$ cat config.mk
export PLATFORM = sky130hd
export DESIGN_NAME = rate_strobe_gen
export DESIGN_NICKNAME = d
export VERILOG_FILES = /design/src/rtl/rate_strobe_pkg.sv /design/src/rtl/rate_strobe_ctrl.sv /design/src/rtl/rate_strobe_dp.sv /design/src/rtl/rate_strobe_gen.sv
export SDC_FILE = /design/constraint.sdc
export NUM_CORES = 1
export LEC_CHECK = 0
export BUFFER_PORTS_ARGS = -buffer_cell sky130_fd_sc_hd__buf_2
export CORE_MARGIN = 2
export CORE_UTILIZATION = 54
export CTS_BUF_LIST = sky130_fd_sc_hd__clkbuf_4
export DETAILED_ROUTE_END_ITERATION = 8
export PLACE_DENSITY_LB_ADDON = 0.05
export SLEW_MARGIN = 15
export SYNTH_ARGS = -nofsm -noshare
export SYNTH_HDL_FRONTEND = slang
export SYNTH_SLANG_ARGS = --single-unit
$ cat constraint.sdc
create_clock -name clk -period 4.6 [get_ports clk]
set_input_delay 0.92 -clock clk [delete_from_list [all_inputs] [get_ports clk]]
set_output_delay 0.92 -clock clk [all_outputs]
set_load 0.05 [all_outputs]
$ cat src/rtl/rate_strobe_pkg.sv
package rate_strobe_pkg;
  // control-to-datapath strobes, one set per cycle
  typedef struct packed {
    logic clearAcc;  // zero the accumulator, force strobe low
    logic advance;   // add the denominator this cycle
    logic saturate;  // N below denominator: strobe every cycle
  } strobe_ctrl_t;
endpackage

$ cat src/rtl/rate_strobe_ctrl.sv
module rate_strobe_ctrl
  import rate_strobe_pkg::*;
#(
  parameter int N_WIDTH = 24,
  parameter int M_WIDTH = 8,
  parameter int RESET_N = 1,
  parameter int RESET_M = 0,
  localparam int CFG_W = N_WIDTH + M_WIDTH,
  localparam int DEN_W = M_WIDTH + 1
) (
  input  logic               clk,
  input  logic               rstN,
  input  logic               enable,
  input  logic               cfgWrite,
  input  logic [CFG_W-1:0]   cfgData,
  output strobe_ctrl_t       ctrlBus,
  output logic [N_WIDTH-1:0] nVal,
  output logic [DEN_W-1:0]   denom
);
  localparam logic [CFG_W-1:0] CFG_RESET =
    {N_WIDTH'(RESET_N), M_WIDTH'(RESET_M)};

  logic [CFG_W-1:0]   cfgReg;
  logic [M_WIDTH-1:0] mVal;

  always_ff @(posedge clk) begin
    if (!rstN)         cfgReg <= CFG_RESET;
    else if (cfgWrite) cfgReg <= cfgData;
  end

  assign nVal  = cfgReg[CFG_W-1:M_WIDTH];
  assign mVal  = cfgReg[M_WIDTH-1:0];
  assign denom = DEN_W'(mVal) + DEN_W'(1);

  always_comb begin
    ctrlBus.clearAcc = cfgWrite | ~enable;
    ctrlBus.advance  = enable & ~cfgWrite;
    ctrlBus.saturate = (N_WIDTH + 1)'(nVal) < (N_WIDTH + 1)'(denom);
  end
endmodule

$ cat src/rtl/rate_strobe_dp.sv
module rate_strobe_dp
  import rate_strobe_pkg::*;
#(
  parameter int N_WIDTH = 24,
  parameter int M_WIDTH = 8,
  localparam int DEN_W = M_WIDTH + 1,
  localparam int ACC_W = N_WIDTH + 1
) (
  input  logic               clk,
  input  logic               rstN,
  input  strobe_ctrl_t       ctrlBus,
  input  logic [N_WIDTH-1:0] nVal,
  input  logic [DEN_W-1:0]   denom,
  output logic [ACC_W-1:0]   accVal,
  output logic               strobe
);
  logic [ACC_W-1:0] sum;
  logic [ACC_W-1:0] nExt;
  logic             hit;

  assign nExt = ACC_W'(nVal);
  assign sum  = accVal + ACC_W'(denom);
  assign hit  = sum >= nExt;

  always_ff @(posedge clk) begin
    if (!rstN || ctrlBus.clearAcc) begin
      accVal <= '0;
      strobe <= 1'b0;
    end else if (ctrlBus.saturate) begin
      accVal <= '0;
      strobe <= 1'b1;
    end else if (ctrlBus.advance) begin
      accVal <= hit ? (sum - nExt) : sum;
      strobe <= hit;
    end else begin
      strobe <= 1'b0;
    end
  end
endmodule

$ cat src/rtl/rate_strobe_gen.sv
module rate_strobe_gen
  import rate_strobe_pkg::*;
#(
  parameter int N_WIDTH = 24,
  parameter int M_WIDTH = 8,
  parameter int RESET_N = 1,
  parameter int RESET_M = 0,
  localparam int CFG_W = N_WIDTH + M_WIDTH,
  localparam int DEN_W = M_WIDTH + 1,
  localparam int ACC_W = N_WIDTH + 1
) (
  input  logic             clk,
  input  logic             rstN,
  input  logic             enable,
  input  logic             cfgWrite,
  input  logic [CFG_W-1:0] cfgData,
  output logic             strobe
);
  strobe_ctrl_t       ctrlBus;
  logic [N_WIDTH-1:0] nVal;
  logic [DEN_W-1:0]   denom;
  logic [ACC_W-1:0]   accVal;

  rate_strobe_ctrl #(
    .N_WIDTH(N_WIDTH), .M_WIDTH(M_WIDTH),
    .RESET_N(RESET_N), .RESET_M(RESET_M)
  ) u_ctrl (
    .clk(clk), .rstN(rstN), .enable(enable), .cfgWrite(cfgWrite),
    .cfgData(cfgData), .ctrlBus(ctrlBus), .nVal(nVal), .denom(denom)
  );

  rate_strobe_dp #(.N_WIDTH(N_WIDTH), .M_WIDTH(M_WIDTH)) u_dp (
    .clk(clk), .rstN(rstN), .ctrlBus(ctrlBus), .nVal(nVal),
    .denom(denom), .accVal(accVal), .strobe(strobe)
  );
endmodule

# [Yosys cells after proc, flatten, opt, wreduce, memory -nomap -nowiden]
# Cells that the tools add are included.
# Widths: inputs -> output; s select.
[word_totals] reg_bits=58 wordCells=18 in_bits=36 out_inout_bits=1
[op_classes] n_mux=3 add_sub_neg=3 bitwise=4 order_cmp=2 reduce_logical=3
[ops] operator="$add 25x9->25" count=1
[ops] operator="$ge 25x24->1" count=1
[ops] operator="$mux 25" count=1
[ops] operator="$sub 25x24->25" count=1
[ops] operator="$lt 24x9->1" count=1
[ops] operator="$add 8x1->9 const B" count=1
[ops] operator="$mux 1" count=2
[ops] operator="$not 1->1" count=2
[ops] operator="$reduce_or 2->1" count=1
[ops] operator="$and 1x1->1" count=1
[ops] operator="$logic_not 1->1" count=1
[ops] operator="$logic_or 1x1->1" count=1
[ops] operator="$or 1x1->1" count=1

# [Depth between registers and ports, before layout]
[depth] ltp_word=5 mapped_depth=23 mapped_depth_nobuf=21

# [Hierarchy]
# From an unflattened synthesis, not the netlist that was laid out.
[unflattened] cells_unflattened=615 area_unflattened_um2=5003.5
[modules_own_cells] module="rate_strobe_dp" seq_area_each_um2=520.5 instances=1 area_per_inst_um2=3246.9 cells_each=435
[modules_own_cells] module="rate_strobe_ctrl" seq_area_each_um2=640.6 instances=1 area_per_inst_um2=1756.7 cells_each=180

# [Worst setup path before layout]
# OpenSTA, ideal clock, no wires.
[synth_path] path_kind="register -> register" from="register u_ctrl.cfgReg[0]" to="register u_dp.accVal[24]" required_ns=4.529 n_path_buf=1 synth_period_minus_slack_ns=4.658 slack_ns=-0.058 setup_ns=0.071 path_stages_with_launch=21 arrival_ns=4.588 path_cell_list="dfxtp_1 ha_1 nand3_1 nor2_1 xor2_1 ha_1 a2111oi_0 o211ai_1 nand3_1 nand2_1 a21oi_1 xnor2_1 ha_1 clkbuf_1 a21o_1 a221oi_1 a31oi_1 o41ai_1 o21ai_0 or3_1 a21oi_1"
[synth_via] elab_chain_len=4 word_cells_on_any_way=7 cone_classes="add/sub (3); order compare (2); mux (1); reduce/logical (1)"
[synth_rtl] item="start: declaration" line_no="rate_strobe_ctrl.sv:23" source="logic [CFG_W-1:0] cfgReg;"
[synth_rtl] item="start signal: assignment" line_no="rate_strobe_ctrl.sv:28" source="else if (cfgWrite) cfgReg <= cfgData;"
[synth_rtl] item="$add 8x1->9 *" line_no="rate_strobe_ctrl.sv:33" source="assign denom = DEN_W'(mVal) + DEN_W'(1);"
[synth_rtl] item="$add 25x9->25" line_no="rate_strobe_dp.sv:22" source="assign sum = accVal + ACC_W'(denom);"
[synth_rtl] item="$sub 25x24->25 or $ge 25x24->1 (tied branches)" line_no="rate_strobe_dp.sv:33, rate_strobe_dp.sv:23"
[synth_rtl] item="$mux 25" line_no="rate_strobe_dp.sv:33" source="accVal <= hit ? (sum - nExt) : sum;"
[synth_rtl] item="end signal: assignment" line_no="rate_strobe_dp.sv:33"
[synth_rtl] item="end: declaration" line_no="rate_strobe_dp.sv:14" source="output logic [ACC_W-1:0] accVal,"
# Mark *: on every way between the ends. The rest lies on a longest branch, timed or not.
# A chain may end at the register's enable or synchronous reset.

# [Worst setup path in the final report]
# Same ends and word-level chain as after synthesis.

==> results.cfg <==
[status]
outcome = finished, violations left
violations = setup timing

[drt]
avgRoutedWirePerCell_um = 15.8
antenna_violating_nets_post_route = 0
drc = 0
drt_first_iter_violations = 171
routed-via-count = 4292
drt_first_pass_iters = 5
vias_per_std_cell = 5.55
finalWirelength_um = 12200

[logic_synthesis]
yosys.cell_types.count = 57
asyncSetResetFlopFracSynth_pct = 0
synthCells = 542
netlist_top_cells_area = dfxtp_1 26%, ha_1 12%, mux2i_1 11%
synth_enable_flop_cells = 0
syn-cell-area_um2 = 4540
synth_top_cell_area_share_pct = 25.6
dominantRegCellSynth = dfxtp_1
postSynthRegisterBits = 58
average_footprint_of_a_synthesized_cell_um2 = 8.37
ys_seq_area_share_pct = 25.6
yosys_warn_count = 0
synth.net_count = 623
yosys.area.top_type = dfxtp_1

[timing]
clock.fmax_mhz = 212
relSlewSlack_pct = 61.2
hold_ws_ns = 0.552
setup_violations = 23
fin_crit_ns = 4.73
final.setup.worst_slack_ns = -0.127
worst_pin_slew_ns = 0.576
grt_setup_unrepaired = true
worst_clock_skew_ns = 0.0156
finalMaxSlewViolations = 0
report.final.hold_viol_count = 0
min_period_over_period_pct = 103

[global_route]
global_route.usage.total_pct = 27.3
grt_first_pass_wirelength_um = 19100
antenna_found_initial = 0
grt_start_max_net_pins = 35
grt_pass1_vias = 4029
overflow = 0

[setup_path]
cp_data_arrival_time_ns = 5.08
cpMaxStageDelayCell = dfxtp_2
worst-r2r-cell-count = 21
cp_num_buf_inv = 4
cp_cell_sequence = ha_4, xor2_2, ha_1, nor2b_4, o31a_1, or3_4, a31oi_4, buf_6, nor4bb_4, xor2_1, ha_1, and4_4, buf_6, nand4_1, nor4_2, a31oi_1, nor4b_4, buf_12, buf_8, or3_1, a21oi_1
critical_path.reg2reg.startpoint = u_ctrl.cfgReg[0]$_SDFFE_PN0P_
crit_type = flop to flop
critPathLaunch = u_ctrl.cfgReg[0]$_SDFFE_PN0P_
worst-path-stages = 21
end_kind = flop
critical-path-top-delay-family = simple AND/OR/NAND/NOR gates
critPathLaunchType = flop
timing.critical_path.slowest_cell_delay_ns = 0.36
critical_path_required_ns = 4.96
crit_fanout = 6

[power_and_ir_drop]
power_frac_comb_pct = 41.4
cell_internal_pwr_uw = 959
share_clk_of_total_power_pct = 21.9
p_leak_uw = 0.00287
seqPwrFrac_pct = 36.7
p_per_area_nw_per_um2 = 248
p_total_uw = 1490
sw_share_pct = 35.6
ir_drop_uv = 192
total_switching_power_uw = 530

[placed_design]
place_ws_ns = -0.389
gp_routability_congestion = 0.934
place.port_buffers = 36
dp_cells = 735
hpwlAfterDp_um = 8980

[layout]
insertedDiodeCount = 0
filler_cell_count = 673
multi_input_area_um2 = 3470
final_cell_count_no_fill = 774
final_nets = 745
sequential_cell_area_um2 = 1170
layout-area-overhead-vs-synth_pct = 32.3
drive_gt1_share_pct = 29.4

[worst_hold_path]
worst_hold_stages = 2
worst_min_path_class = flop to flop
hold_path_origin = u_ctrl.cfgReg[25]$_SDFFE_PN0P_

[clocking]
cts_buffers = 9
htree_levels = 3
worst_setup_hold_path_clk_slew_ns = 0.11
cts-root-to-sink-buffers = 2
cts.root.buffer_cell = clkbuf_4
clk_latency_ns = 0.41
clock_sinks = 58
cts_tree = yes

[floorplanning]
io_pins = 37
core_region_area_um2 = 8180
die_outline_area_um2 = 9150
initial_utilization_pct = 55.5
rows = 33
dieWidth_um = 95.7
die_y_um = 95.7

[flow_run]
max-cap-violations = 0
per-stage QoR:
stage               area (um^2)  setup TNS [ns]  util (%)
finish                     6000           -1.39      73.4
global route               6000           -6.79      73.4
CTS                        5600         -0.0524      68.5
detailed placement         5300           -7.68      64.8
global placement           5300           -4.17      64.8
floorplan                  4550               0         -
Yosys cell counts (7+ instances only):
| cell type | count |
|---|---|
| nand2_1 | 33 |
| nor2_1 | 45 |
| nor4_1 | 8 |
| and3_1 | 7 |
| xor2_1 | 16 |
| mux2i_1 | 49 |
| a21o_1 | 12 |
| nand4_1 | 7 |
| clkbuf_1 | 11 |
| ha_1 | 43 |
| xnor2_1 | 24 |
| o21ai_0 | 16 |
| a21oi_1 | 30 |
| nand3_1 | 12 |
| inv_1 | 44 |
| dfxtp_1 | 58 |
| o21a_1 | 10 |
| nor2b_1 | 35 |
worst register-to-register path: stages, from the launching register on:
cell      delay [ns]
dfxtp_2         0.36
ha_4            0.18
xor2_2          0.15
ha_1            0.32
nor2b_4         0.14
o31a_1          0.35
or3_4           0.35
a31oi_4         0.32
buf_6           0.16
nor4bb_4        0.04
xor2_1          0.21
ha_1            0.32
and4_4          0.23
buf_6           0.10
nand4_1         0.11
nor4_2          0.25
a31oi_1         0.15
nor4b_4         0.16
buf_12          0.16
buf_8           0.13
or3_1           0.37
a21oi_1         0.12
sequential cells by signal, indices dropped and copies added (netlist names):
register and flops:
u_dp.accVal 25, u_ctrl.cfgReg 32, u_dp.strobe 1
layer usage:
layer,track usage [%],routed length (um),vias up
li1,-,-,2153
met1,37.0,5840,2029
met5,0,0,-
met4,9.17,204,0
met3,3.24,465,14
met2,44.8,5730,96
cell families after synthesis:
group,share of synthesized area [%]
AOI/OAI and AO/OA,16.8
xor gates and xnor gates,7.72
adders and majority gates,12.7
buffers and inverters,5.49
DFF,25.6
muxes,10.8
and+or+nand+nor,20.8
area by class of cell:
class	instances	area share (%)
Inverter	44	2.75
Sequential cell	58	19.4
Tap cell	105	2.19
Timing Repair Buffer	126	15.9
Clock buffer	10	1.25
Clock inverter	6	0.563
Multi-Input combinational cell	425	57.9
what timing repair did:
item	4_1_cts	5_1_grt
setup buffers	7	15
resized for setup	28	53
hold buffers	0	0
pin swaps	11	47
gates cloned	0	1
setup endpoints to repair	26	26
cell usage in the layout (no fill, tap or decap), drive strengths merged, types with 6 or more instances in the layout:
cell,instances
a211oi,6
a21o,12
a21oi,30
and3,7
buf,125
clkbuf,11
dfxtp,58
ha,43
inv,44
mux2i,49
nand2,33
nand2b,6
nand3,12
nand4,7
nor2,45
nor2b,35
nor3,7
nor4,8
o21a,10
o21ai,16
xnor2,24
xor2,16
power by group through the flow:
stage / clock network, uW / logic (uW) / registers (uW)
finish: 326 / 617 / 546
global route: 354 / 678 / 549
CTS: 332 / 546 / 545
detailed placement: 0 / 524 / 555
global placement: 0 / 512 / 555
floorplan: 0 / 369 / 551
final timing paths:
check                                                 endpoint  slack, ns
worst max-delay path              u_dp.accVal[24]$_SDFFE_PP0P_      -0.13
worst min register to register  u_ctrl.cfgReg[25]$_SDFFE_PN0P_       0.55
worst max register to register    u_dp.accVal[24]$_SDFFE_PP0P_      -0.13
worst min-delay path            u_ctrl.cfgReg[25]$_SDFFE_PN0P_       0.55
Power figures use the tool's default switching activity.
